File: config.mk
export PLATFORM = sky130hd
export DESIGN_NAME = gpio_pd_port
export DESIGN_NICKNAME = d
export VERILOG_FILES = /design/src/rtl/gpio_pd_pkg.sv /design/src/rtl/gpio_pd_sync.sv /design/src/rtl/gpio_pd_regs.sv /design/src/rtl/gpio_pd_pull.sv /design/src/rtl/gpio_pd_rdmux.sv /design/src/rtl/gpio_pd_port.sv
export SDC_FILE = /design/constraint.sdc
export NUM_CORES = 1
export LEC_CHECK = 0
export BUFFER_PORTS_ARGS = -buffer_cell sky130_fd_sc_hd__buf_2
export CAP_MARGIN = 20
export CORE_ASPECT_RATIO = 0.9
export CORE_MARGIN = 2
export CORE_UTILIZATION = 42
export DETAILED_ROUTE_END_ITERATION = 7
export PLACE_DENSITY_LB_ADDON = 0.1
export SYNTH_ARGS = -nofsm -noshare
export SYNTH_HDL_FRONTEND = slang
export SYNTH_HIERARCHICAL = 1
export SYNTH_SLANG_ARGS = --single-unit
File: constraint.sdc
create_clock -name clk -period 0.9 [get_ports clk]
set_input_delay 0.135 -clock clk [delete_from_list [all_inputs] [get_ports clk]]
set_output_delay 0.135 -clock clk [all_outputs]
set_load 0.03 [all_outputs]
File: src/rtl/gpio_pd_pkg.sv
// Package: shared register selects for the GPIO port with pulldown control.
// Assumes a two-bit register address on a byte-wide processor bus.
package gpio_pd_pkg;
    localparam int unsigned REG_AW = 2;

    typedef enum logic [REG_AW-1:0] {
        REG_LATCH = 2'd0,
        REG_DIR   = 2'd1,
        REG_PDINH = 2'd2,
        REG_AUXPD = 2'd3
    } reg_sel_e;
endpackage

File: src/rtl/gpio_pd_sync.sv
// Multi-flop synchronizer for the pad input levels.
// Assumes STAGES >= 2. Output lags input by STAGES rising edges. Reset clears all stages.
module gpio_pd_sync #(
    parameter int unsigned W      = 6,
    parameter int unsigned STAGES = 2
) (
    input  logic         clk,
    input  logic         rst_n,
    input  logic [W-1:0] din,
    output logic [W-1:0] dout
);
    logic [W-1:0] stg_q [STAGES];

    // Shift the sampled levels through the flop chain.
    always_ff @(posedge clk) begin
        if (!rst_n) begin
            for (int k = 0; k < STAGES; k++) stg_q[k] <= '0;
        end else begin
            stg_q[0] <= din;
            for (int k = 1; k < STAGES; k++) stg_q[k] <= stg_q[k-1];
        end
    end

    assign dout = stg_q[STAGES-1];

    // the last stage holds what the stage before it held one edge earlier
    p_sync_chain_r5: assert property (@(posedge clk) disable iff (!rst_n)
        $past(rst_n) |-> (stg_q[STAGES-1] == $past(stg_q[STAGES-2])));
endmodule

File: src/rtl/gpio_pd_regs.sv
// Register file: data latch, direction, pin pulldown inhibits, neighbouring-port bit.
// Assumes writes take effect at the next rising edge. Synchronous active-low reset clears all.
module gpio_pd_regs
    import gpio_pd_pkg::*;
#(
    parameter int unsigned NPINS = 6,
    parameter int unsigned DW    = 8
) (
    input  logic              clk,
    input  logic              rst_n,
    input  logic [REG_AW-1:0] addr,
    input  logic [DW-1:0]     wdata,
    input  logic              wr,
    output logic [NPINS-1:0]  latch_q,
    output logic [NPINS-1:0]  dir_q,
    output logic [NPINS-1:0]  pdinh_q,
    output logic              auxinh_q
);
    reg_sel_e sel;
    assign sel = reg_sel_e'(addr);

    // Load the addressed register on a write strobe.
    always_ff @(posedge clk) begin
        if (!rst_n) begin
            latch_q  <= '0;
            dir_q    <= '0;
            pdinh_q  <= '0;
            auxinh_q <= 1'b0;
        end else if (wr) begin
            case (sel)
                REG_LATCH: latch_q  <= wdata[NPINS-1:0];
                REG_DIR:   dir_q    <= wdata[NPINS-1:0];
                REG_PDINH: pdinh_q  <= wdata[NPINS-1:0];
                REG_AUXPD: auxinh_q <= wdata[0];
                default:   ;
            endcase
        end
    end

    // the edge after reset leaves every register cleared
    p_reset_clear_r1: assert property (@(posedge clk)
        !rst_n |=> (latch_q == '0 && dir_q == '0 && pdinh_q == '0 && !auxinh_q));

    // a latch write lands whatever the direction bits hold
    p_latch_write_r2: assert property (@(posedge clk) disable iff (!rst_n)
        (wr && sel == REG_LATCH) |=> (latch_q == $past(wdata[NPINS-1:0])));

    // a direction write lands at the next edge
    p_dir_write_r3: assert property (@(posedge clk) disable iff (!rst_n)
        (wr && sel == REG_DIR) |=> (dir_q == $past(wdata[NPINS-1:0])));
endmodule

File: src/rtl/gpio_pd_pull.sv
// Pulldown enable logic for the port pins and the neighbouring port's lower pins.
// Assumes a direction bit of 1 means output. A pulldown is on only for an input
// whose inhibit is clear while the global option is clear.
module gpio_pd_pull #(
    parameter int unsigned NPINS = 6,
    parameter int unsigned NAUX  = 4
) (
    input  logic             clk,
    input  logic             rst_n,
    input  logic [NPINS-1:0] dir,
    input  logic [NPINS-1:0] pdinh,
    input  logic             auxinh,
    input  logic [NAUX-1:0]  aux_dir,
    input  logic             sw_off,
    output logic [NPINS-1:0] pd_en,
    output logic [NAUX-1:0]  aux_pd_en
);
    genvar i;
    generate
        for (i = 0; i < NPINS; i++) begin : g_pin
            // One pin: pulldown on for an uninhibited input.
            always_comb pd_en[i] = !dir[i] && !pdinh[i] && !sw_off;
        end
        for (i = 0; i < NAUX; i++) begin : g_aux
            // One neighbouring pin: the shared bit gates all four together.
            always_comb aux_pd_en[i] = !aux_dir[i] && !auxinh && !sw_off;
        end
    endgenerate

    // the global option switches every pulldown off
    p_global_off_r8: assert property (@(posedge clk) disable iff (!rst_n)
        sw_off |-> (pd_en == '0 && aux_pd_en == '0));

    // a pin set as output never has its pulldown on
    p_no_pd_on_output_r7: assert property (@(posedge clk) disable iff (!rst_n)
        (pd_en & dir) == '0);

    // a set shared bit holds all four neighbouring pulldowns off
    p_aux_inhibit_r9: assert property (@(posedge clk) disable iff (!rst_n)
        auxinh |-> (aux_pd_en == '0));
endmodule

File: src/rtl/gpio_pd_rdmux.sv
// Read-data selector. Data reads take the latch for output bits and the
// synchronized pin for input bits. Write-only locations and idle reads give 0.
module gpio_pd_rdmux
    import gpio_pd_pkg::*;
#(
    parameter int unsigned NPINS = 6,
    parameter int unsigned DW    = 8
) (
    input  logic              clk,
    input  logic              rst_n,
    input  logic [REG_AW-1:0] addr,
    input  logic              rd,
    input  logic [NPINS-1:0]  latch,
    input  logic [NPINS-1:0]  dir,
    input  logic [NPINS-1:0]  pin_sync,
    output logic [DW-1:0]     rdata
);
    reg_sel_e sel;
    assign sel = reg_sel_e'(addr);

    // Choose the returned byte from the addressed location.
    always_comb begin
        rdata = '0;
        if (rd) begin
            case (sel)
                REG_LATCH: rdata[NPINS-1:0] = (dir & latch) | (~dir & pin_sync);
                REG_DIR:   rdata[NPINS-1:0] = dir;
                default:   rdata = '0;
            endcase
        end
    end

    // write-only locations read as zero
    p_wo_reads_zero_r6: assert property (@(posedge clk) disable iff (!rst_n)
        (rd && (sel == REG_PDINH || sel == REG_AUXPD)) |-> (rdata == '0));

    // no read strobe means a zero bus
    p_idle_zero_r10: assert property (@(posedge clk) disable iff (!rst_n)
        !rd |-> (rdata == '0));
endmodule

File: src/rtl/gpio_pd_port.sv
// Top: six-pin bidirectional GPIO port with register access and pulldown control.
// Assumes split pad signals (in, out, output enable, pulldown enable) and a
// byte-wide bus with combinational read data. Synchronous active-low reset.
module gpio_pd_port
    import gpio_pd_pkg::*;
#(
    parameter int unsigned NPINS       = 6,
    parameter int unsigned NAUX        = 4,
    parameter int unsigned DW          = 8,
    parameter int unsigned SYNC_STAGES = 2
) (
    input  logic              clk,
    input  logic              rst_n,
    input  logic [REG_AW-1:0] bus_addr,
    input  logic [DW-1:0]     bus_wdata,
    input  logic              bus_wr,
    input  logic              bus_rd,
    output logic [DW-1:0]     bus_rdata,
    input  logic              sw_pd_off,
    input  logic [NAUX-1:0]   aux_dir,
    input  logic [NPINS-1:0]  pin_in,
    output logic [NPINS-1:0]  pin_out,
    output logic [NPINS-1:0]  pin_oe,
    output logic [NPINS-1:0]  pin_pd_en,
    output logic [NAUX-1:0]   aux_pd_en
);
    logic [NPINS-1:0] latch_q, dir_q, pdinh_q, pin_sync;
    logic             auxinh_q;

    gpio_pd_regs #(.NPINS(NPINS), .DW(DW)) u_regs (
        .clk(clk), .rst_n(rst_n), .addr(bus_addr), .wdata(bus_wdata), .wr(bus_wr),
        .latch_q(latch_q), .dir_q(dir_q), .pdinh_q(pdinh_q), .auxinh_q(auxinh_q)
    );

    gpio_pd_sync #(.W(NPINS), .STAGES(SYNC_STAGES)) u_sync (
        .clk(clk), .rst_n(rst_n), .din(pin_in), .dout(pin_sync)
    );

    gpio_pd_pull #(.NPINS(NPINS), .NAUX(NAUX)) u_pull (
        .clk(clk), .rst_n(rst_n), .dir(dir_q), .pdinh(pdinh_q), .auxinh(auxinh_q),
        .aux_dir(aux_dir), .sw_off(sw_pd_off), .pd_en(pin_pd_en), .aux_pd_en(aux_pd_en)
    );

    gpio_pd_rdmux #(.NPINS(NPINS), .DW(DW)) u_rdmux (
        .clk(clk), .rst_n(rst_n), .addr(bus_addr), .rd(bus_rd), .latch(latch_q),
        .dir(dir_q), .pin_sync(pin_sync), .rdata(bus_rdata)
    );

    assign pin_out = latch_q;
    assign pin_oe  = dir_q;

    // an output bit of a data read always matches the driven value
    p_out_reads_latch_r4: assert property (@(posedge clk) disable iff (!rst_n)
        (bus_rd && bus_addr == REG_LATCH) |-> ((bus_rdata[NPINS-1:0] & pin_oe) == (pin_out & pin_oe)));

    // bits above the pins never read as 1
    p_hi_bits_zero_r10: assert property (@(posedge clk) disable iff (!rst_n)
        bus_rdata[DW-1:NPINS] == '0);
endmodule

* After elaboration in Yosys (flattened, before gate mapping)
Memory sizes are Yosys's and may differ from the RTL's.
Index checks and enable logic that the tools add are counted.
** Operators by class
- Reduce and logical (&&, ||, !) cells :: 43
- Muxes and demuxes :: 6
- Bitwise logic cells :: 6
- Eq/ne operators :: 3
** Operators with widths (count)
- 1-bit logical AND :: 20
- 1-bit logical NOT :: 18
- 6-bit 2-to-1 mux :: 3
- 6-bit AND :: 2
- 6-bit case mux with 2 select lines :: 1
- 2-bit AND reduction :: 4
- 6-bit inverter :: 1
- 6-bit bitwise OR :: 1
- 2-bit == test, second input constant :: 2
- 2-bit by 1-bit == test with 1-bit output, second input constant :: 1
- 2-bit logical NOT :: 1
- 1-bit 2-to-1 mux :: 2
- 1-bit bitwise OR :: 2
** Storage, ports and cells
- Memories kept :: 1
- Bits of input ports :: 25
- Output and inout bits :: 30
- Bits in writable memories :: 12
- Bits in registers :: 19
** Memory list
- u_sync.stg_q :: depth 2, width 6, rd ports 2, clocked after memory_dff 0, write ports 2, RTL line gpio_pd_sync.sv:12 : logic [W-1:0] stg_q [STAGES];

* Depth between registers and ports, before layout
Gate-level depths: netlist of the first run.
- Depth after elaboration :: 5
- Gate-level depth with buffers :: 4
- Mapped depth without buffers :: 2

* By module
The synthesis of the first run kept the hierarchy.
** Modules (own cells, without submodules)
- gpio_pd_regs :: area each 710.7 sq um, instances 1, seq. area each 380.4 sq um, cells an instance 71
- gpio_pd_sync :: area each 381.6 sq um, instances 1, seq. area each 240.2 sq um, cells an instance 31
- gpio_pd_rdmux :: area each 148.9 sq um, instances 1, seq. area each 0.0 sq um, cells an instance 23
- gpio_pd_pull :: area each 111.4 sq um, instances 1, seq. area each 0.0 sq um, cells an instance 11

* Worst setup path after synthesis of the first run
Ideal clock, no wire load.
- Path kind :: flip-flop to output port
- From :: register u_regs.dir_q[0]
- To :: output bus_rdata[0]
- Path slack :: -645 ps
- Data required time :: 765 ps
- Stages on the path, launching flop included :: 3
- Data arrival time :: 1410 ps
- Cells stage by stage :: dfxtp_1 > or3b_2 > a21oi_1
** Between the ends
- Longest elaborated chain between the ends :: 5
** RTL lines
- start, declared :: RTL line gpio_pd_regs.sv:15 : output logic [NPINS-1:0] dir_q,
- start signal, assigned :: RTL line gpio_pd_regs.sv:32 : REG_DIR: dir_q <= wdata[NPINS-1:0];
- 6-bit inverter :: RTL line gpio_pd_rdmux.sv:26 : REG_LATCH: rdata[NPINS-1:0] = (dir & latch) | (~dir & pin_sync);
- 6-bit AND :: RTL line gpio_pd_rdmux.sv:26
- 6-bit bitwise OR :: RTL line gpio_pd_rdmux.sv:26
- 6-bit case mux with 2 select lines * :: RTL line gpio_pd_rdmux.sv:25 : case (sel)
- 6-bit 2-to-1 mux * :: RTL line gpio_pd_rdmux.sv:24 : if (rd) begin
- end, declared :: RTL line gpio_pd_port.sv:18 : output logic [DW-1:0] bus_rdata,
Mark *: on every way between the ends. The rest lies on a longest branch, timed or not.

* Worst setup path in the final report of the first run
- From :: register u_regs.dir_q[3]
- To :: output bus_rdata[3]
Same word-level chain as after synthesis.

==> results of run 1 <==
[synthesized netlist by cell type, drive strengths merged]
master | n | area share, %
dfxtp | 31 | 46
nand2 | 25 | 6.9
mux2i | 19 | 14
buf | 13 | 7.7
and2 | 12 | 6.3
nor3 | 10 | 7.4
or3b | 7 | 4.5
a21oi | 6 | 2.2
o21ai | 6 | 2.2
clkbuf | 2 | 0.56
nand3b | 2 | 1.1
conb | 1 | 0.28
nand2b | 1 | 0.46
nand3 | 1 | 0.37
[worst max path at each step]
stage,end,startpoint,cells past startpoint
5_1_grt,bus_rdata[1],u_regs/dir_q[1],3
4_1_cts,bus_rdata[3],u_regs/dir_q[3],3
2_1_floorplan,bus_rdata[4],u_regs/dir_q[4],2
6_report,bus_rdata[3],u_regs/dir_q[3],3
3_3_place_gp,bus_rdata[4],bus_addr[0],4
3_5_place_dp,bus_rdata[4],bus_addr[0],4
[flip-flops by register name, indices dropped and copies added (netlist names)]
| signal | cells |
|---|---|
| u_sync/stg_q | 12 |
| u_regs/dir_q | 6 |
| u_regs/latch_q | 6 |
| u_regs/auxinh_q | 1 |
| u_regs/pdinh_q | 6 |
[power breakdown]
part	switching [mW]	total [mW]	leakage, nW	internal, mW
clock	0.469	0.847	0.0353	0.378
combinational	0.338	0.664	0.761	0.325
sequential	0.0339	1.45	0.262	1.42
total	0.841	2.96	1.06	2.12
[metrics by stage]
step                      hold WS [ps]  util [%]
after floorplan                    262         -
after global placement             345      62.3
after detailed placement           350      62.3
after CTS                         1.65      72.0
after global routing              6.12      74.3
final                             19.0      74.3
[layer usage]
metal  track usage (%)  share of wire (%)
met5                 0                  0
met4              14.3                1.9
met3              5.63                5.6
met2              36.6                 51
met1              23.6                 42
[logic make-up (layout without fill, tap and decap cells)]
kind of cell / count (synthesis) / count (layout) / share of synthesized area, %
and+or+nand+nor: 58 / 58 / 27.1
buffers and inverters: 15 / 90 / 8.23
muxes: 19 / 19 / 14.1
DFF: 31 / 31 / 45.9
other: 1 / 2 / 0.277
AOI/OAI and AO/OA: 12 / 12 / 4.44
[final cells by class]
class                      instances  share of cell area (%)
timing repair buffer              82                    32.6
sequential                        31                    28.7
clock inverter                     1                   0.220
multi-input combinational         91                    33.8
clock buffer                       7                    2.42
tap                               42                    2.31
[worst max-delay path: cells and delay by family (launching register included)]
kind	cells	cell delay (ps)
simple gates	1	380
buf+inv	1	140
flops	1	350
compound gates	1	140
[repair_timing]
action,in CTS,in global routing
resized for setup,76,4
setup endpoints to repair,28,28
hold buffers,1,2
pin swaps,6,1
setup buffers,3,8
gates cloned,0,0
hold endpoints to repair,1,2
==> results.ini, run 1 <==
[sta]
tightest_slew_ps=509
skew_ps=8.39
drv_slew=0
slew_headroom_pct=66.1
max_freq_mhz=673
period_needed_ps=1490
rsz0062_at_grt=yes
hold_viol=0
fin_ws_ps=-586
fin_crit_sh_pct=165
fin_tns_setup_ps=-8300
setup_viol=28

[final_layout]
fin_area_mm2=0.00228
n_antenna_cell=0
final_common_cell=buf_6
final_cell_mix=buf_6, nand2_1, buf_2
final_nets=236
fillers=214
fin_cells=254
area_growth_pct=68.5
ff_latch_area_um2=653
drive_gt1_share_pct=61.3
multi_input_area_um2=769

[setup_path]
rr_endpoint=u_regs/latch_q[5]
criticalPathCategory=flip-flop to output pin
crit_chain=or3b_4 > a21oi_4 > buf_6
reg2reg_depth=4
crit_path_start_kind=flip-flop
crit_path_max_fanout=2
r2r-start=u_regs/latch_q[5]
end_kind=output pin
cp.arrival_ps=1350
cp_slowest_cell=or3b_4
reg2reg_slack_ps=100
worstPathRequired_ps=760
slowest_delay_ps=380

[flow_run]
drv_cap=0

[place]
dp_cells=236
dp_hpwl_um=2390
placed_cell_area_mm2=0.00191
io_buffers=50
gp_congestion=0.780
place_worst_setup_slack_ps=-344

[drt]
first_pass_iters=4
drc=0
ant_nets=0
vias=1230
wirelength_um=3600
avgViaCountPerCell=4.84
drt_iter0_markers=52
wl_per_cell_um=14.2

[clock_tree]
clock_sinks=31
clk_latency_ps=340
clock-root-buffer=clkbuf_4
cts_buffers=5
clockBufferDepth=2
cts_tree=done
clk_pin_slew_ps=100
cts_htree_levels=2

[yosys]
syn_area_per_cell_um2=9.95
synthCells=136
yosys_warnings=6
netlist_area_mm2=0.00135
ys_ff_latch=31
ys_types=18
ys_seq_area_share_pct=45.9

[power_and_ir_drop]
p_per_area_mw_per_mm2=1300
fin_total_pwr_mw=2.96
p_leak_nw=1.06
ir_worst_vdd_uv=1220

[outcome]
outcome=finished, violations left
violations=setup timing

[floorplanning]
dieWidth_um=63.8
die_h_um=57.8
fp.dieArea_mm2=0.00369
rows=19
ios=55
core_area_mm2=0.00307
initial_core_util_pct=44.1

[global_route]
track_usage_pct=21.4
grt_max_degree=38
grt_overflow=0
grt_pass1_wl_um=5830
grt_pass1_vias=1270
antenna_found_initial=0

[worst_hold_path]
hold_path.class=primary input to flip-flop
min_from=pin_in[3]
worstHoldEndpoint=u_sync/stg_q[0][3]
whs_path_depth=2

No activity file was read; power rests on OpenSTA's default activity.
==> run 2: changes to the inputs <==
--- a/config.mk
+++ b/config.mk
@@ -5,11 +5,12 @@
 export SDC_FILE = /design/constraint.sdc
 export NUM_CORES = 1
 export LEC_CHECK = 0
+export ABC_AREA = 1
 export BUFFER_PORTS_ARGS = -buffer_cell sky130_fd_sc_hd__buf_2
 export CAP_MARGIN = 20
 export CORE_ASPECT_RATIO = 0.9
 export CORE_MARGIN = 2
-export CORE_UTILIZATION = 42
+export CORE_UTILIZATION = 43
 export DETAILED_ROUTE_END_ITERATION = 7
 export PLACE_DENSITY_LB_ADDON = 0.1
 export SYNTH_ARGS = -nofsm -noshare
==> run 2 against run 1 <==
Net effect:
- the run still ends with setup timing left
- sequential share of layout area down 1.3 points
- synthesized cell count up 66%
- setup slack improved by 290 ps
- count of clock-buffer cells in the layout down 1
- non-clock buffer count is 6 lower
- die area grew 6.4%
- first-iteration DRC count grew 23%
- critical path depth increased by 1
- sequential cell count stayed put
- final cell count is 34% higher
- clock power increased by 65%
==> results.ini, run 2 <==
[floorplanning]
core_area_mm2=0.00333
rows=20
ios=55
fp.dieArea_mm2=0.00393
die_h_um=59.7
dieWidth_um=65.8
initial_core_util_pct=44.5

[setup_path]
crit_start=u_regs/latch_q[2]
crit_path_start_kind=flip-flop
crit_chain=nand3b_1 > nand2_2 > nor2_4 > buf_6
end_kind=output pin
reg2reg_slack_ps=20
r2r-start=u_regs/dir_q[4]
cp.arrival_ps=1060
worstPathRequired_ps=760
criticalPathCategory=flip-flop to output pin
slowest_delay_ps=340
crit_path_max_fanout=2
reg2reg_depth=6
cp_slowest_cell=dfxtp_4
rr_endpoint=u_regs/dir_q[4]

[global_route]
grt_max_degree=32
grt_pass1_vias=1334
track_usage_pct=20.3
grt_overflow=0
grt_pass1_wl_um=5840
antenna_found_initial=0

[final_layout]
final_nets=320
drive_gt1_share_pct=50.7
final_common_cell=nand2_1
area_growth_pct=64.6
fillers=283
fin_area_mm2=0.00244
final_cell_mix=nand2_1, buf_6, inv_1
largest_reg_flops=12
top_register=u_sync/stg_q
n_antenna_cell=0

[yosys]
synth_compound_area_share_pct=4.06
yosys_warnings=6
async_flop_share_pct=0
synth_mux_area_share_pct=0
yosysTopAreaCell=dfxtp_1
syn_area_per_cell_um2=6.55
synth-xor-area-share_pct=0
synthAdderAreaFrac_pct=0
ys_seq_area_share_pct=41.9
yosys.area_share.simple_pct=35.0
synth_edf_count=0
synthFlopType=dfxtp_1
yosys-top-cells-count=nand2_1, nor2_1, inv_1, dfxtp_1, a21oi_1
yosysMostFrequentCell=nand2_1
synth_top_family_by_area=simple AND/OR/NAND/NOR gates
synth.top_cell.area_share_pct=41.9
synth_area_leaders=dfxtp_1, nand2_1, nor2_1, inv_1, buf_4
ys_types=15
synthCells=226
netlist_area_mm2=0.00148
ys_ff_latch=31

[clock_tree]
cts_htree_levels=2
clock_sinks=31
clockBufferDepth=2
clock-root-buffer=clkbuf_8
clk_pin_slew_ps=60
clk_latency_ps=280
cts_hold_buf=0
cts_buffers=5
cts_tree=done

[drt]
vias=1504
drc=0
ant_nets=0
wl_per_cell_um=10.7
first_pass_iters=4
avgViaCountPerCell=4.42
drt_iter0_markers=64
wirelength_um=3630

[flow_run]
drv_cap=0

[sta]
fin_crit_sh_pct=133
slew_headroom_pct=64.9
period_needed_ps=1200
rsz0062_at_grt=yes
skew_ps=0.295
tightest_slew_ps=527
hold_viol=0
drv_slew=0
max_freq_mhz=834
fin_ws_ps=-300
setup_viol=28

[place]
placed_cell_area_mm2=0.00192
gp_congestion=0.730
dp_hpwl_um=2360
io_buffers=50

[power_and_ir_drop]
p_leak_nw=1.26
p_per_area_mw_per_mm2=1530
fin_total_pwr_mw=3.73
ir_worst_vdd_uv=1040

[outcome]
violations=setup timing
outcome=finished, violations left

[worst_hold_path]
min_from=pin_in[1]
hold_path.class=primary input to flip-flop
whs_path_depth=3
worstHoldEndpoint=u_sync/stg_q[0][1]

-- run 2: cell count changes after synthesis, moves of 6 or more --
| cell | before | now |
|---|---|---|
| inv_1 | 0 | 42 |
| a21oi_1 | 6 | 12 |
| nor3_2 | 10 | 0 |
| and2_2 | 8 | 0 |
| nand2_1 | 25 | 57 |
| nand3_1 | 1 | 7 |
| o21ai_0 | 6 | 0 |
| mux2i_1 | 19 | 0 |
| nor2_1 | 0 | 50 |
-- run 2: layer usage --
| metal | routed length, µm | GRT usage, % | up-vias | share of wire (%) |
|---|---|---|---|---|
| li1 | - | - | 786 | - |
| met3 | 200 | 4.14 | 6 | 5.5 |
| met1 | 1490 | 23.5 | 668 | 41 |
| met5 | 0 | 0 | - | 0 |
| met2 | 1850 | 35.2 | 44 | 51 |
| met4 | 80 | 11.3 | 0 | 2.2 |
-- run 2: cell families after synthesis --
kind of cell	after synthesis
and+or+nand+nor	124
buffers and inverters	58
DFF	31
AOI/OAI and AO/OA	12
other	1
-- run 2: through the flow --
| step | util (%) | worst slack [ps] | setup TNS, ps | instances | hold slack (ps) |
|---|---|---|---|---|---|
| after floorplan | - | -100 | -100 | 227 | 228 |
| after global placement | 57.7 | -207 | -2720 | 326 | 314 |
| after detailed placement | 57.7 | -207 | -2970 | 326 | 322 |
| after CTS | 71.1 | -287 | -5150 | 336 | 26.6 |
| after global routing | 73.2 | -344 | -5850 | 340 | 32.0 |
| final | 73.2 | -300 | -4910 | 340 | 30.2 |
-- run 2: what timing repair did --
item | CTS | global route
pin swaps | 6 | 2
endpoints found under the setup margin | 28 | 30
endpoints found under the hold margin | 0 | 0
gates resized for setup | 100 | 20
setup buffers | 3 | 7
-- run 2: critical path, delay by kind of cell (launching register included) --
family	cells	cell delay, ps
and+or+nand+nor	3	300
buffers and inverters	1	140
DFF	1	340
-- run 2: where the power goes --
part	total [mW]	internal (mW)	switching (mW)
registers	1.48	1.44	0.0481
logic	0.843	0.371	0.472
clock network	1.40	0.895	0.508
total	3.73	2.70	1.03
-- run 2: worst max-delay path by stage --
stage | to | slack, ps | cells past startpoint
3_3_place_gp | bus_rdata[0] | -210 | 5
4_1_cts | bus_rdata[2] | -290 | 4
6_report | bus_rdata[2] | -300 | 4
3_5_place_dp | bus_rdata[0] | -210 | 5
2_1_floorplan | bus_rdata[0] | -100 | 2
5_1_grt | bus_rdata[4] | -340 | 5
-- run 2: final cells by class --
type / instances / area, µm² / area share [%]
inverters: 43 / 161 / 6.63
repair buffers: 76 / 669 / 27.5
multi-input cells: 138 / 766 / 31.4
well taps: 44 / 55.1 / 2.26
flip-flops and latches: 31 / 667 / 27.4
clock buffers: 6 / 82.6 / 3.39
clock inverters: 2 / 35.0 / 1.44
==> run 3: changes to the inputs <==
--- a/config.mk
+++ b/config.mk
@@ -12,7 +12,9 @@
 export CORE_MARGIN = 2
 export CORE_UTILIZATION = 43
 export DETAILED_ROUTE_END_ITERATION = 7
+export MAX_ROUTING_LAYER = met4
 export PLACE_DENSITY_LB_ADDON = 0.1
+export SKIP_LAST_GASP = 1
 export SYNTH_ARGS = -nofsm -noshare
 export SYNTH_HDL_FRONTEND = slang
 export SYNTH_HIERARCHICAL = 1
==> run 3 against run 2 <==
Net effect:
- the run still ends with setup timing left
- register-to-register slack worse by 50 ps
- design area is 0.82% lower
- combinational power is 0.9% lower
- routed wire length is 0.63% lower
- worst hold slack better by 4.9 ps
- clock power hardly changed
- final cell count stayed put
- critical endpoint unchanged
- largest cell class unchanged
- highest routed layer unchanged
==> results.ini, run 3 (synthesized netlist as in run 2, its figures left out) <==
[outcome]
outcome=finished, violations left
violations=setup timing

[global_route]
grt_pass1_wl_um=5740
track_usage_pct=20.5
antenna_found_initial=0
grt_max_degree=32
grt_overflow=0
grt_pass1_vias=1313

[final_layout]
postLayoutCoreUtil_pct=72.6
final_nets=320
area_growth_pct=63.2
ff_latch_area_um2=666
fin_area_mm2=0.00242
drive_gt1_share_pct=49.0
multi_input_area_um2=747
fin_cells=340
fillers=287
final_cell_mix=nand2_1, buf_6, inv_1
n_antenna_cell=0
top_register=u_sync/stg_q
largest_reg_flops=12
final_common_cell=nand2_1

[drt]
ant_nets=0
wirelength_um=3600
first_pass_iters=4
vias=1510
drc=0
wl_per_cell_um=10.6
drt_iter0_markers=85
avgViaCountPerCell=4.44

[setup_path]
end_kind=output pin
criticalPathCategory=flip-flop to output pin
cp.arrival_ps=1060
worstPathRequired_ps=760
crit_path_max_fanout=2
crit_path_start_kind=flip-flop

[floorplanning]
dieWidth_um=65.8
rows=20
die_h_um=59.7
initial_core_util_pct=44.5
core_area_mm2=0.00333
ios=55
fp.dieArea_mm2=0.00393

[sta]
tightest_slew_ps=547
whs_ps=35.1
hold_viol=0
drv_slew=0
skew_ps=0.486
fin_ws_ps=-290
period_needed_ps=1190
fin_tns_setup_ps=-4940
slew_headroom_pct=63.5
max_freq_mhz=840
fin_crit_sh_pct=132
rsz0062_at_grt=yes
setup_viol=29

[place]
placed_cell_area_mm2=0.00192
gp_congestion=0.739
dp_hpwl_um=2360
place_worst_setup_slack_ps=-207
dp_cells=326
io_buffers=50

[power_and_ir_drop]
fin_total_pwr_mw=3.71
p_per_area_mw_per_mm2=1530
p_leak_nw=1.26
ir_worst_vdd_uv=1030

[clock_tree]
clock_sinks=31
clockBufferDepth=2
clk_pin_slew_ps=60
cts_buffers=5
cts_tree=done
clk_latency_ps=280
cts_htree_levels=2
clock-root-buffer=clkbuf_8

[flow_run]
drv_cap=0

[worst_hold_path]
hold_path.class=primary input to flip-flop

## run 3: cell counts in the layout (fill, tap and decap cells not counted)
Identical to the previous run, type by type.
## run 3: path summary, 6_finish.rpt
| check | endpoint | slack, ps | start | cells after the start |
|---|---|---|---|---|
| worst max-delay path | bus_rdata[2] | -290 | u_regs/latch_q[2] | 4 |
| worst min-delay path | u_sync/stg_q[0][1] | 40 | pin_in[1] | 3 |
| worst max register to register | u_regs/latch_q[2] | -30 | u_regs/latch_q[2] | 5 |
| worst min register to register | u_sync/stg_q[0][9] | 410 | u_sync/stg_q[0][3] | 2 |
## run 3: worst max-delay path: stages (launching register included)
cell and delay, ps:
dfxtp_4 340, nand3b_1 170, nand2_2 100, nor2_4 30, buf_6 140
## run 3: repair_timing
| item | 4_1_cts | 5_1_grt |
|---|---|---|
| buffers inserted | 3 | 6 |
| endpoints found under the setup margin | 28 | 30 |
| pin swaps | 5 | 2 |
| hold buffers | 0 | 0 |
| resized for setup | 95 | 17 |
## run 3: cell type report
class	count	area share, %
Clock buffer	6	3.42
Sequential cell	31	27.6
Timing Repair Buffer	76	27.7
Tap cell	44	2.28
Clock inverter	2	1.45
Multi-Input combinational cell	138	30.9
Inverter	43	6.68
## run 3: power breakdown
part	switching [mW]	internal, mW	total (mW)
logic	0.468	0.368	0.835
clock network	0.498	0.895	1.39
registers	0.0447	1.43	1.48
## run 3: routing by layer
metal / share of wire, % / up-vias / track usage [%]
met5: 0 / - / -
met4: 1.6 / 0 / 9.52
met3: 5.3 / 7 / 5.84
met2: 51 / 44 / 33.9
met1: 42 / 675 / 23.0
li1: - / 784 / -
